==> src/rtl/spi_xchg_pkg.sv <==
package spi_xchg_pkg;

    localparam int unsigned WORD_W = 32;
    localparam int unsigned SZ_W   = $clog2(WORD_W) + 1;

    typedef enum logic [1:0] {
        ST_IDLE,
        ST_LEAD,
        ST_SHIFT,
        ST_TRAIL
    } xchg_state_e;

    // one-hot length: bit0 = 8, bit1 = 16, bit2 = 32
    typedef logic [2:0] size_oh_t;

    typedef struct packed {
        size_oh_t size;
        logic     cpol;
        logic     cpha;
    } mode_t;

    function automatic logic [SZ_W-1:0] size_bits(input size_oh_t s);
        logic [SZ_W-1:0] r;
        unique case (1'b1)
            s[2]:    r = SZ_W'(32);
            s[1]:    r = SZ_W'(16);
            default: r = SZ_W'(8);
        endcase
        return r;
    endfunction

    function automatic logic [WORD_W-1:0] word_mask(input size_oh_t s);
        logic [WORD_W-1:0] m;
        unique case (1'b1)
            s[2]:    m = {WORD_W{1'b1}};
            s[1]:    m = WORD_W'(32'h0000_FFFF);
            default: m = WORD_W'(32'h0000_00FF);
        endcase
        return m;
    endfunction

endpackage

==> src/rtl/spi_cfg_hold.sv <==
module spi_cfg_hold
    import spi_xchg_pkg::*;
#(
    parameter int unsigned DIV_W = 8
) (
    input  logic             clk,
    input  logic             rst_n,
    input  logic             wr,
    input  logic [SZ_W-1:0]  size_in,
    input  logic             cpol_in,
    input  logic             cpha_in,
    input  logic [DIV_W-1:0] div_in,
    input  logic             busy,
    input  logic             ss_n,
    input  logic             start,
    output mode_t            act_mode,
    output logic [DIV_W-1:0] act_div
);

    typedef struct packed {
        mode_t            pend;
        logic [DIV_W-1:0] pend_div;
        mode_t            act;
        logic [DIV_W-1:0] act_div;
    } hold_t;

    hold_t q, d;
    logic  apply;

    always_comb begin
        d     = q;
        apply = !busy && ss_n && !start;
        if (wr) begin
            d.pend.cpol = cpol_in;
            d.pend.cpha = cpha_in;
            d.pend_div  = div_in;
            case (size_in)
                SZ_W'(8):  d.pend.size = 3'b001;
                SZ_W'(16): d.pend.size = 3'b010;
                SZ_W'(32): d.pend.size = 3'b100;
                default:   d.pend.size = q.pend.size;
            endcase
        end
        if (apply) begin
            d.act     = q.pend;
            d.act_div = q.pend_div;
        end
    end

    always_ff @(posedge clk or negedge rst_n) begin
        if (!rst_n) begin
            q <= '{pend: '{size: 3'b001, cpol: 1'b0, cpha: 1'b0}, pend_div: '0,
                   act:  '{size: 3'b001, cpol: 1'b0, cpha: 1'b0}, act_div:  '0};
        end else begin
            q <= d;
        end
    end

    assign act_mode = q.act;
    assign act_div  = q.act_div;


    size_onehot_chk: assert property (@(posedge clk) disable iff (!rst_n)
        $countones(q.act.size) == 1);


    cfg_freeze_chk: assert property (@(posedge clk) disable iff (!rst_n)
        (busy && $past(busy)) |-> ($stable(q.act) && $stable(q.act_div)));

endmodule

==> src/rtl/spi_half_tick.sv <==
module spi_half_tick #(
    parameter int unsigned DIV_W = 8
) (
    input  logic             clk,
    input  logic             rst_n,
    input  logic             run,
    input  logic [DIV_W-1:0] div,
    output logic             tick
);

    logic [DIV_W-1:0] cnt_q, cnt_d;
    logic             at_end;

    always_comb begin
        at_end = (cnt_q == div);
        if (!run || at_end) begin
            cnt_d = '0;
        end else begin
            cnt_d = cnt_q + {{(DIV_W-1){1'b0}}, 1'b1};
        end
    end

    always_ff @(posedge clk or negedge rst_n) begin
        if (!rst_n) cnt_q <= '0;
        else        cnt_q <= cnt_d;
    end

    assign tick = run && at_end;

endmodule

==> src/rtl/spi_xchg_core.sv <==
module spi_xchg_core
    import spi_xchg_pkg::*;
(
    input  logic              clk,
    input  logic              rst_n,
    input  logic              start,
    input  logic              keep_sel,
    input  logic [WORD_W-1:0] tx_word,
    input  logic              miso,
    input  logic              tick,
    input  mode_t             mode,
    output logic              run,
    output logic              sck,
    output logic              mosi,
    output logic              ss_n,
    output logic              done,
    output logic [WORD_W-1:0] rx_word
);

    typedef struct packed {
        xchg_state_e       st;
        logic [WORD_W-1:0] sh;
        logic [WORD_W-1:0] rx;
        logic [WORD_W-1:0] rx_out;
        logic [SZ_W-1:0]   edg;
        logic              sck;
        logic              mosi;
        logic              ss_n;
        logic              keep;
        logic              done;
    } core_t;

    core_t           q, d;
    logic [SZ_W-1:0] nb;
    logic [SZ_W:0]   last_edge;
    logic            sample_e;

    always_comb begin
        nb        = size_bits(mode.size);
        last_edge = {nb, 1'b0} - {{SZ_W{1'b0}}, 1'b1};
        // even edge count = leading edge; phase 0 samples there
        sample_e  = ~q.edg[0] ^ mode.cpha;
        d         = q;
        d.done    = 1'b0;
        unique case (q.st)
            ST_IDLE: begin
                d.sck = mode.cpol;
                if (start) begin
                    d.st   = ST_LEAD;
                    d.ss_n = 1'b0;
                    d.keep = keep_sel;
                    d.edg  = '0;
                    d.rx   = '0;
                    d.sh   = tx_word & word_mask(mode.size);
                    if (!mode.cpha) begin
                        d.mosi = d.sh[nb - SZ_W'(1)];
                        d.sh   = d.sh << 1;
                    end
                end
            end
            ST_LEAD: begin
                if (tick) d.st = ST_SHIFT;
            end
            ST_SHIFT: begin
                if (tick) begin
                    d.sck = ~q.sck;
                    d.edg = q.edg + SZ_W'(1);
                    if (sample_e) begin
                        d.rx = {q.rx[WORD_W-2:0], miso};
                    end else begin
                        d.mosi = q.sh[nb - SZ_W'(1)];
                        d.sh   = q.sh << 1;
                    end
                    if ({1'b0, q.edg} == last_edge) d.st = ST_TRAIL;
                end
            end
            ST_TRAIL: begin
                if (tick) begin
                    d.st     = ST_IDLE;
                    d.done   = 1'b1;
                    d.rx_out = q.rx;
                    d.ss_n   = ~q.keep;
                end
            end
            default: d.st = ST_IDLE;
        endcase
    end

    always_ff @(posedge clk or negedge rst_n) begin
        if (!rst_n) begin
            q <= '{st: ST_IDLE, sh: '0, rx: '0, rx_out: '0, edg: '0,
                   sck: 1'b0, mosi: 1'b0, ss_n: 1'b1, keep: 1'b0, done: 1'b0};
        end else begin
            q <= d;
        end
    end

    assign run     = (q.st != ST_IDLE);
    assign sck     = q.sck;
    assign mosi    = q.mosi;
    assign ss_n    = q.ss_n;
    assign done    = q.done;
    assign rx_word = q.rx_out;


    done_pulse_chk: assert property (@(posedge clk) disable iff (!rst_n)
        q.done |=> !q.done);


    ss_busy_chk: assert property (@(posedge clk) disable iff (!rst_n)
        (q.st != ST_IDLE) |-> !q.ss_n);


    sck_idle_chk: assert property (@(posedge clk) disable iff (!rst_n)
        (q.st == ST_IDLE && $past(q.st) == ST_IDLE) |-> (q.sck == $past(mode.cpol)));


    sck_hold_chk: assert property (@(posedge clk) disable iff (!rst_n)
        (q.st == ST_SHIFT && !tick) |=> $stable(q.sck));

endmodule

==> src/rtl/spi_xchg_master.sv <==
module spi_xchg_master
    import spi_xchg_pkg::*;
#(
    parameter int unsigned DIV_W = 8
) (
    input  logic              clk,
    input  logic              rst_n,
    input  logic              cfg_wr,
    input  logic [SZ_W-1:0]   cfg_size,
    input  logic              cfg_cpol,
    input  logic              cfg_cpha,
    input  logic [DIV_W-1:0]  cfg_div,
    input  logic [WORD_W-1:0] tx_word,
    input  logic              keep_sel,
    input  logic              start,
    output logic              busy,
    output logic              done,
    output logic [WORD_W-1:0] rx_word,
    output logic              sck,
    output logic              mosi,
    input  logic              miso,
    output logic              ss_n
);

    mode_t            mode;
    logic [DIV_W-1:0] div;
    logic             run;
    logic             tick;

    spi_cfg_hold #(.DIV_W(DIV_W)) u_cfg (
        .clk      (clk),
        .rst_n    (rst_n),
        .wr       (cfg_wr),
        .size_in  (cfg_size),
        .cpol_in  (cfg_cpol),
        .cpha_in  (cfg_cpha),
        .div_in   (cfg_div),
        .busy     (run),
        .ss_n     (ss_n),
        .start    (start),
        .act_mode (mode),
        .act_div  (div)
    );

    spi_half_tick #(.DIV_W(DIV_W)) u_tick (
        .clk   (clk),
        .rst_n (rst_n),
        .run   (run),
        .div   (div),
        .tick  (tick)
    );

    spi_xchg_core u_core (
        .clk      (clk),
        .rst_n    (rst_n),
        .start    (start),
        .keep_sel (keep_sel),
        .tx_word  (tx_word),
        .miso     (miso),
        .tick     (tick),
        .mode     (mode),
        .run      (run),
        .sck      (sck),
        .mosi     (mosi),
        .ss_n     (ss_n),
        .done     (done),
        .rx_word  (rx_word)
    );

    assign busy = run;

endmodule

==> config.mk <==
export PLATFORM = sky130hd
export DESIGN_NAME = spi_xchg_master
export DESIGN_NICKNAME = d
export VERILOG_FILES = /design/src/rtl/spi_xchg_pkg.sv /design/src/rtl/spi_cfg_hold.sv /design/src/rtl/spi_half_tick.sv /design/src/rtl/spi_xchg_core.sv /design/src/rtl/spi_xchg_master.sv
export SDC_FILE = /design/constraint.sdc
export NUM_CORES = 1
export LEC_CHECK = 0
export BUFFER_PORTS_ARGS = -buffer_cell sky130_fd_sc_hd__buf_2
export CORE_ASPECT_RATIO = 0.5
export CORE_MARGIN = 2
export CORE_UTILIZATION = 53
export DETAILED_ROUTE_END_ITERATION = 10
export PLACE_DENSITY = 0.73
export SETUP_SLACK_MARGIN = 0.05
export SYNTH_ARGS = -nofsm -noshare
export SYNTH_HDL_FRONTEND = slang
export SYNTH_SLANG_ARGS = --single-unit
==> constraint.sdc <==
create_clock -name clk -period 6.9 [get_ports clk]
set_input_delay 0.69 -clock clk [delete_from_list [all_inputs] [get_ports clk]]
set_output_delay 0.69 -clock clk [all_outputs]
set_load 0.1 [all_outputs]
==> out/summary.txt, run 1 <==
share of layout cells above drive strength 1 -> 32.5%
first-pass GRT wire length -> 20.9 mm
number of remaining DRC errors -> 0
asr flop ratio synth -> 100%
VDD IR-drop max -> 0.173 mV
drt total wl -> 12.2 mm
initial DRC count -> 237
most common cell in the netlist -> dfrtp_1
commonest cells in the netlist -> 140 x dfrtp_1, 58 x mux2_2, 45 x nand2_1
Routed WL per cell -> 15.8 µm
largest fanout on the critical path -> 32
area leader, netlist -> dfrtp_1
CP top delay family -> simple AND/OR/NAND/NOR gates
YS warnings -> 0
GRT overflow -> 0
Final Critical Period -> 3.07 ns
hold violation count in the final report -> 0
final setup TNS -> 0 ns
max-slew violations -> 0
site row count -> 28
fmax -> 326 MHz
Post-synth EDFFs -> 0
die area -> 0.0135 mm²
clock latency on the worst-skew pair -> 0.40 ns
number of max-cap violations -> 0
Net Count, Synth -> 606
DP HPWL -> 7.99 mm
CP Launch Type -> flip-flop
Placeable Area -> 0.0120 mm²
Min-Delay Path Class -> in2async
CP startpoint -> u_core.q[107]$_DFFE_PN0P_
Initial Util -> 55.4%
Arr. time, crit path -> 3.39 ns
CP endpoint kind -> flip-flop
worst path bufs/invs -> 1
RSZ-0062 raised after global routing -> no
nets@finish -> 657
GRT Total Usage -> 19.1%
P per Cell Area -> 389 mW/mm²
htree depth -> 4
FF-to-FF Start -> u_core.q[107]$_DFFE_PN0P_
clk_skew -> 0.0120 ns
Setup Buffers After CTS -> 0
Via density -> 5.51
WS Path Type -> reg2reg
Inserted Clock Buffers -> 17
critical path's largest stage delay -> 1.01 ns
die span in x -> 162 µm
DR vias -> 4253
initial antenna violation count -> 0
slowest CP cell -> and3_1
register bit total from synthesis -> 141
hold buffer count at cts -> 0
IO Count -> 91
number of global-route vias before repair -> 4295
Post-CTS Resized -> 0
Lkg Pwr -> 3.69 nW
TritonCTS Sinks -> 141
Critical Path RT -> 7.23 ns
Mapped Cells -> 545
Clock transition at path regs -> 0.06 ns
Routed Antenna Nets -> 0
top cells by area, synth -> dfrtp_1 53%, mux2_2 9.8%, mux2_1 5.1%
CTS Root Cell -> clkbuf_16
Slew headroom -> 23.7%
Avg Inst Size Synth -> 12.2 µm²
area grow syn2layout -> 12.9%
worst-margin pin slew -> 1.14 ns
top-area cell type share of the netlist area -> 52.7%
FILL cells -> 973
Final setup viols -> 0
Finished Layout Cells -> 772
drt pass-1 iters -> 4
Yosys cell types -> 52
largest net degree at the start of global routing -> 78
outcome -> complete, no violations
most common flop cell mapped by yosys -> dfrtp_1
Critical Path, Cell by Cell -> inv_1 > ha_1 > or3_4 > nor3_4 > and3_1 > a22o_1
final period utilization -> 44.4%
Buffers on Ports -> 90
mapped cell area -> 0.00665 mm²
Clock Path Buffers -> 2
Die Ht -> 83.2 µm
GPL Wtd Cong -> 0.810
diodes inserted -> 0
placed insts -> 742
register area share after synthesis -> 53.1%
CTS tree -> built
layout by cell type, fill, tap and decap left out, types with 2 or more instances in the layout:
master      Yosys  final
nor3_1          3      3
ha_1            7      7
mux2_1         30     30
nand3_1         7      7
xor2_1          5      5
inv_6           0      2
nor2b_1         2      2
a22o_1         32     32
mux2i_1        32     32
inv_1           7      7
nand2b_1        2      2
buf_4          34      5
mux2_2         58     58
o21ai_0        40     40
clkbuf_16       0     17
a221o_1         3      3
clkinv_4        0      4
o31ai_1         2      2
clkinvlp_4      0      3
nand2_1        45     45
xnor2_1        12     12
buf_2           9     89
a21oi_1         8      8
and3_1          7      7
dfrtp_1       140    139
nor2_1         11     11
clkinv_2        0      3
or2_2           2      2
flip-flops by register name, indices dropped and copies added, names as in the netlist:
| signal | cells |
|---|---|
| u_cfg.act_div | 8 |
| u_cfg.act_mode | 4 |
| u_cfg.q | 12 |
| u_core.done | 1 |
| u_core.mosi | 1 |
| u_core.q | 73 |
| u_core.rx_word | 32 |
| u_core.sck | 1 |
| u_core.ss_n | 1 |
| u_tick.cnt_q | 8 |
power by group:
group | internal (mW) | switching [mW]
Clock | 0.494 | 0.345
Combinational | 0.384 | 0.557
Sequential | 1.01 | 0.135
Total | 1.88 | 1.04
final cells by class:
type	instances	area (µm²)	area share, %
Sequential cell	141	3530	47.0
Timing Repair Buffer	95	494	6.58
Inverter	8	30.0	0.400
Clock inverter	13	120	1.60
Clock buffer	17	425	5.67
Tap cell	165	206	2.75
Multi-Input combinational cell	333	2700	36.0
metal layers:
layer,routed length [µm],track usage [%],up-vias
met5,0,0,-
met4,52,5.31,0
met3,403,4.20,4
met1,5920,26.0,2153
li1,-,-,2020
met2,5860,31.2,76
logic make-up (layout without fill, tap and decap cells):
family / count (synthesis) / after routing / synth area share, %
flip-flops: 141 / 141 / 53.1
multiplexers: 120 / 120 / 19.7
AO/OA/AOI/OAI: 96 / 96 / 10.0
AND/OR/NAND/NOR: 93 / 93 / 7.20
buffers and inverters: 71 / 133 / 6.43
XOR/XNOR: 17 / 17 / 2.24
adder cells (fa/ha/maj): 7 / 7 / 1.32
final timing paths:
check / slack, ns / cells after the start / endpoint
setup / recovery: 3.83 / 6 / u_core.q[62]$_DFFE_PN0P_
hold / removal: 0.26 / 1 / u_core.q[94]$_DFFE_PN0P_
setup reg to reg: 3.83 / 6 / u_core.q[62]$_DFFE_PN0P_
hold reg to reg: 0.48 / 1 / u_core.rx_word[8]$_DFFE_PN0P_
max in group asynchronous: 5.27 / 2 / u_core.rx_word[0]$_DFFE_PN0P_
min in group clk: 0.48 / 1 / u_core.rx_word[8]$_DFFE_PN0P_
through the flow:
step | total power, mW | util, % | area (µm²) | hold WS [ns] | setup WS [ns]
after floorplan | 1.90 | - | 6650 | 0.394 | 4.59
after global routing | 3.09 | 62.5 | 7510 | 0.302 | 3.57
after CTS | 2.95 | 62.5 | 7510 | 0.286 | 3.79
final | 2.92 | 62.5 | 7510 | 0.262 | 3.83
after detailed placement | 2.09 | 57.9 | 6960 | 0.475 | 3.83
after global placement | 2.06 | 57.9 | 6960 | 0.468 | 3.95
Power figures use the tool's default switching activity.
==> run 2: changes to the inputs <==
- ABC_AREA: unset -> 1
- clock period: 6.9 -> 3.2 ns (I/O delays scaled with it)
==> run 2 against run 1 <==
Clock power grew 130%. Final area increased by 4.6%. Via count rose by 28%. Routed wire length is 15% higher. Combinational power grew to 2.7 times the previous value. Clock-buffer cell count increased by 3. Area after synthesis rose by 5.7%. Sequential share of layout area fell by 2.1 points. Power grew 130%. Critical path type unchanged. Critical endpoint is now u_core.q[78]$_DFFE_PN0P_.
==> out/summary.txt, run 2 <==
Final Critical Period -> 2.46 ns
GRT Total Usage -> 21.2%
GPL Wtd Cong -> 0.787
largest net degree at the start of global routing -> 72
Hold WS -> 0.110 ns
CP Launch Type -> flip-flop
max-slew violations -> 0
diodes inserted -> 0
register area share after synthesis -> 50.2%
IO Count -> 91
mapped cell area -> 0.00703 mm²
clock network fraction of design power -> 28.4%
hold buffer count at cts -> 1
Post-CTS Resized -> 0
Post-synth EDFFs -> 0
Net Count, Synth -> 879
htree depth -> 4
most common cell in the netlist -> nand2_1
Final setup viols -> 0
Slew headroom -> 44.2%
Inserted Clock Buffers -> 17
Min-Delay Path Class -> in2reg
Via density -> 5.18
site row count -> 29
switching share of power -> 40.9%
GRT overflow -> 0
CP endpoint kind -> flip-flop
commonest cells in the netlist -> 308 x nand2_1, 140 x dfrtp_1, 48 x o21ai_0
fmax -> 407 MHz
die span in x -> 167 µm
Critical Path RT -> 3.48 ns
fin util -> 61.3%
clock latency on the worst-skew pair -> 0.42 ns
Routed WL per cell -> 13.4 µm
Placeable Area -> 0.0128 mm²
Most flops, register -> u_core.q
initial DRC count -> 406
first-pass GRT wire length -> 24.6 mm
top cells by area, synth -> dfrtp_1 50%, nand2_1 16%, o21ai_2 5.5%
Total Power -> 6.82 mW
drt total wl -> 14.0 mm
CTS Root Cell -> clkbuf_16
drt pass-1 iters -> 7
register share of total power -> 34.4%
Avg Inst Size Synth -> 8.59 µm²
Clock Path Buffers -> 2
most frequent cells in the layout -> 308 x nand2_1, 140 x dfrtp_1, 89 x buf_2
largest fanout on the critical path -> 64
worst-margin pin slew -> 0.836 ns
Initial Util -> 54.9%
initial antenna violation count -> 0
area leader, netlist -> dfrtp_1
share of layout cells above drive strength 1 -> 22.2%
final period utilization -> 76.8%
clk_skew -> 0.0136 ns
Die Ht -> 85.4 µm
final worst slack -> 0.741 ns
most common flop cell mapped by yosys -> dfrtp_1
DP HPWL -> 9.20 mm
Routed Antenna Nets -> 0
Arr. time, crit path -> 2.73 ns
number of remaining DRC errors -> 0
Yosys cell types -> 42
DR vias -> 5423
RSZ-0062 raised after global routing -> no
Final Cell Area -> 0.00785 mm²
P per Cell Area -> 869 mW/mm²
Setup Buffers After CTS -> 0
number of max-cap violations -> 0
Clock transition at path regs -> 0.06 ns
commonest non-fill, non-tap cell in the layout -> nand2_1
outcome -> complete, no violations
max reg flops -> 73
WS Path Type -> reg2reg
placed insts -> 1014
number of global-route vias before repair -> 5274
internal cell power -> 4.03 mW
TritonCTS Sinks -> 141
Mapped Cells -> 818
pre-CTS setup slack -> 0.769 ns
top-area cell type share of the netlist area -> 49.8%
Switch Pwr -> 2.79 mW
logic gate share of total power -> 37.2%
die area -> 0.0143 mm²
VDD IR-drop max -> 0.581 mV
hold violation count in the final report -> 0
register bit total from synthesis -> 141
Buffers on Ports -> 90
Lkg Pwr -> 3.92 nW
nets@finish -> 925
dpl cell area -> 0.00725 mm²
YS warnings -> 0
final setup TNS -> 0 ns
area grow syn2layout -> 11.7%
CTS tree -> built
Finished Layout Cells -> 1047
asr flop ratio synth -> 100%
==> run 2: cell types whose count changed after synthesis, sizes merged, moves of 13 or more <==
cell,before,now
mux2,88,1
a31oi,2,15
nor2,11,30
nand2,46,310
a22o,32,6
mux2i,32,0
o21ai,40,114
inv,8,49
==> run 2: layout make-up <==
cell class,instances,area [µm²]
Fill cell,1150,4960
Sequential cell,141,3530
Multi-Input combinational cell,555,2790
Timing Repair Buffer,100,547
Clock buffer,20,447
Tap cell,170,213
Inverter,49,184
Clock inverter,12,139
==> run 2: worst max-delay path, stage by stage (launching register included) <==
cell and delay (ns):
dfrtp_1 0.41, inv_1 0.13, ha_2 0.46, inv_2 0.18, a21oi_4 0.22, nand3_4 0.56
nand2_1 0.26, o21ai_2 0.08
==> run 2: final timing paths <==
path | to | startpoint | cells past startpoint | slack (ns)
max reg2reg | u_core.q[78]$_DFFE_PN0P_ | u_core.q[107]$_DFFE_PN0P_ | 7 | 0.74
max in group asynchronous | u_core.q[84]$_DFFE_PN0P_ | rst_n | 3 | 1.89
min | u_cfg.q[17]$_DFFE_PN0P_ | cfg_div[4] | 3 | 0.11
max | u_core.q[78]$_DFFE_PN0P_ | u_core.q[107]$_DFFE_PN0P_ | 7 | 0.74
min reg2reg | u_core.rx_word[6]$_DFFE_PN0P_ | u_core.rx_word[6]$_DFFE_PN0P_ | 2 | 0.46
min in group asynchronous | u_cfg.q[20]$_DFFE_PN0P_ | rst_n | 2 | 0.47
==> run 2: logic make-up after synthesis <==
kind of cell    after synthesis  synth area share, %
fa+ha+maj                     7                 1.25
flops                       141                 50.2
xor+xnor                      8                0.997
mux                           1                0.160
simple gates                379                 22.2
compound gates              160                 15.1
buf+inv                     122                 10.1
==> run 2: layer usage <==
metal	GRT usage, %	wire length, µm	up-vias
met5	0	0	-
met4	5.80	121	0
met3	5.64	705	13
met2	33.4	6330	133
met1	29.4	6890	2573
li1	-	-	2704
==> run 2: power by group through the flow <==
stage | Clock [mW] | Combinational [mW] | Sequential (mW)
after floorplan | 0 | 2.21 | 2.38
after global placement | 0 | 2.47 | 2.36
after detailed placement | 0 | 2.52 | 2.36
after CTS | 1.97 | 2.54 | 2.34
after global routing | 2.05 | 2.84 | 2.39
final | 1.94 | 2.53 | 2.35
==> run 3: changes to the inputs <==
- ABC_AREA: 1 -> 0
- CORE_UTILIZATION: 53 -> 52
- PLACE_DENSITY: 0.73 -> 0.75
- clock period: 3.2 -> 2.2 ns (I/O delays scaled with it)
==> run 3 against run 2 <==
Register-to-register slack got worse by 0.65 ns. Sequential cell count unchanged. Fmax increased by 16%. Critical path type unchanged. Clock power up 41%. Via count fell by 19%. Final cell count fell by 23%. Non-clock buffer count rose by 20. Sequential share of layout area up 0.14 points. Hold slack lost 0.090 ns. Die area shrank 3.4%. Utilization increased by 0.89 points. Routed wire length shrank 9.1%. Largest power group is now sequential cells.
==> out/summary.txt, run 3 (synthesized netlist as in run 1, its figures left out) <==
CP Launch Type -> flip-flop
Hold WS -> 0.0207 ns
placed insts -> 762
Critical Path RT -> 2.49 ns
Die Ht -> 84.0 µm
first-pass GRT wire length -> 21.5 mm
CP endpoint kind -> flip-flop
worst-margin pin slew -> 0.718 ns
area grow syn2layout -> 17.7%
drt total wl -> 12.8 mm
IO Count -> 91
outcome -> complete, no violations
number of max-cap violations -> 0
CTS tree -> built
WS Path Type -> reg2reg
Lkg Pwr -> 3.87 nW
Routed WL per cell -> 15.9 µm
number of remaining DRC errors -> 0
TritonCTS Sinks -> 141
Final Critical Period -> 2.11 ns
fmax -> 474 MHz
number of global-route vias before repair -> 4339
Via density -> 5.48
Arr. time, crit path -> 2.41 ns
Clock Path Buffers -> 2
drt pass-1 iters -> 5
DP HPWL -> 8.29 mm
GRT Total Usage -> 19.7%
Buffers on Ports -> 90
clk_skew -> 0.00957 ns
VDD IR-drop max -> 0.589 mV
slowest CP cell -> dfrtp_1
Critical Path, Cell by Cell -> inv_1 > ha_1 > or3_4 > nor3_4 > buf_4 > nand2_4 > clkbuf_16 > mux2_1
CP top delay family -> simple AND/OR/NAND/NOR gates
final worst slack -> 0.0889 ns
die area -> 0.0138 mm²
largest fanout on the critical path -> 16
max reg flops -> 73
Top Metal Used -> met4
critical path's largest stage delay -> 0.39 ns
WL met3 -> 529 µm
P per Cell Area -> 1220 mW/mm²
hold violation count in the final report -> 0
metal1 wirelength -> 6.13 mm
initial antenna violation count -> 0
pre-CTS setup slack -> 0.0582 ns
commonest non-fill, non-tap cell in the layout -> dfrtp_1
metal2 WL -> 5.96 mm
Placeable Area -> 0.0126 mm²
CTS Root Cell -> clkbuf_16
Inserted Clock Buffers -> 17
Slew headroom -> 51.6%
site row count -> 29
Min-Delay Path Class -> in2reg
share of layout cells above drive strength 1 -> 35.2%
nets@finish -> 682
DR vias -> 4408
RSZ-0062 raised after global routing -> yes
final setup TNS -> 0 ns
largest net degree at the start of global routing -> 58
Finished Layout Cells -> 804
initial DRC count -> 277
worst path bufs/invs -> 3
clock latency on the worst-skew pair -> 0.42 ns
Routed Antenna Nets -> 0
htree depth -> 4
Initial Util -> 52.8%
most frequent cells in the layout -> 139 x dfrtp_1, 89 x buf_2, 58 x mux2_2
GRT overflow -> 0
die span in x -> 164 µm
Clock transition at path regs -> 0.06 ns
Final setup viols -> 0
Most flops, register -> u_core.q
GPL Wtd Cong -> 0.794
diodes inserted -> 0
final period utilization -> 96.0%
max-slew violations -> 0
==> run 3: cell types whose count changed in the layout (fill, tap and decap cells not counted), moves of 9 or more <==
| cell | delta |
|---|---|
| nand2_1 | -263 |
| mux2_2 | +57 |
| o21ai_2 | -44 |
| inv_1 | -39 |
| mux2i_1 | +32 |
| mux2_1 | +30 |
| a22o_1 | +26 |
| o21ai_1 | -22 |
| a31oi_1 | -14 |
| buf_4 | +13 |
| nor2_1 | -12 |
| nand3_1 | -9 |
==> run 3: per-layer routing <==
| metal | global-route usage [%] | up-vias |
|---|---|---|
| met2 | 31.2 | 98 |
| li1 | - | 2077 |
| met1 | 27.0 | 2219 |
| met3 | 4.37 | 14 |
| met4 | 6.30 | 0 |
| met5 | 0 | - |
==> run 3: repair_timing <==
action | 4_1_cts | 5_1_grt
setup buffers | 0 | 7
endpoints found under the setup margin | 4 | 99
pin swaps | 0 | 3
gates resized for setup | 0 | 4
endpoints found under the hold margin | 52 | 0
gates cloned | 0 | 2
hold buffers | 1 | 0
==> run 3: layout make-up <==
cell class	count	area [µm²]
Clock buffer	19	443
Timing Repair Buffer	120	777
Clock inverter	13	126
Fill cell	995	4760
Multi-Input combinational cell	333	2710
Tap cell	170	213
Inverter	8	30.0
Sequential cell	141	3530
==> run 3: per-stage QoR <==
stage | cell area [µm²] | utilization, % | total power, mW
after CTS | 7710 | 61.2 | 9.47
after detailed placement | 7130 | 56.6 | 6.70
after global routing | 7830 | 62.2 | 10.1
after global placement | 7130 | 56.6 | 6.60
after floorplan | 6660 | - | 5.96
final | 7830 | 62.2 | 9.58
==> run 3: final timing paths <==
check	startpoint	end	slack, ns	cells after the start
worst max-delay path	u_core.q[108]$_DFFE_PN0P_	u_core.rx_word[5]$_DFFE_PN0P_	0.09	8
worst min-delay path	cfg_size[3]	u_cfg.q[24]$_DFFE_PN0P_	0.02	2
worst max register to register	u_core.q[108]$_DFFE_PN0P_	u_core.rx_word[5]$_DFFE_PN0P_	0.09	8
worst min register to register	u_core.rx_word[4]$_DFFE_PN0P_	u_core.rx_word[4]$_DFFE_PN0P_	0.48	1
max in group asynchronous	rst_n	u_core.rx_word[17]$_DFFE_PN0P_	1.21	3
min in group asynchronous	rst_n	u_core.q[98]$_DFFE_PN0P_	0.34	2
==> run 3: power by group <==
group | total, mW | internal, mW | switching [mW] | leakage [nW]
clock network | 2.73 | 1.52 | 1.21 | 0.274
logic | 3.30 | 1.45 | 1.85 | 1.73
registers | 3.55 | 3.15 | 0.394 | 1.87
total | 9.58 | 6.13 | 3.45 | 3.87
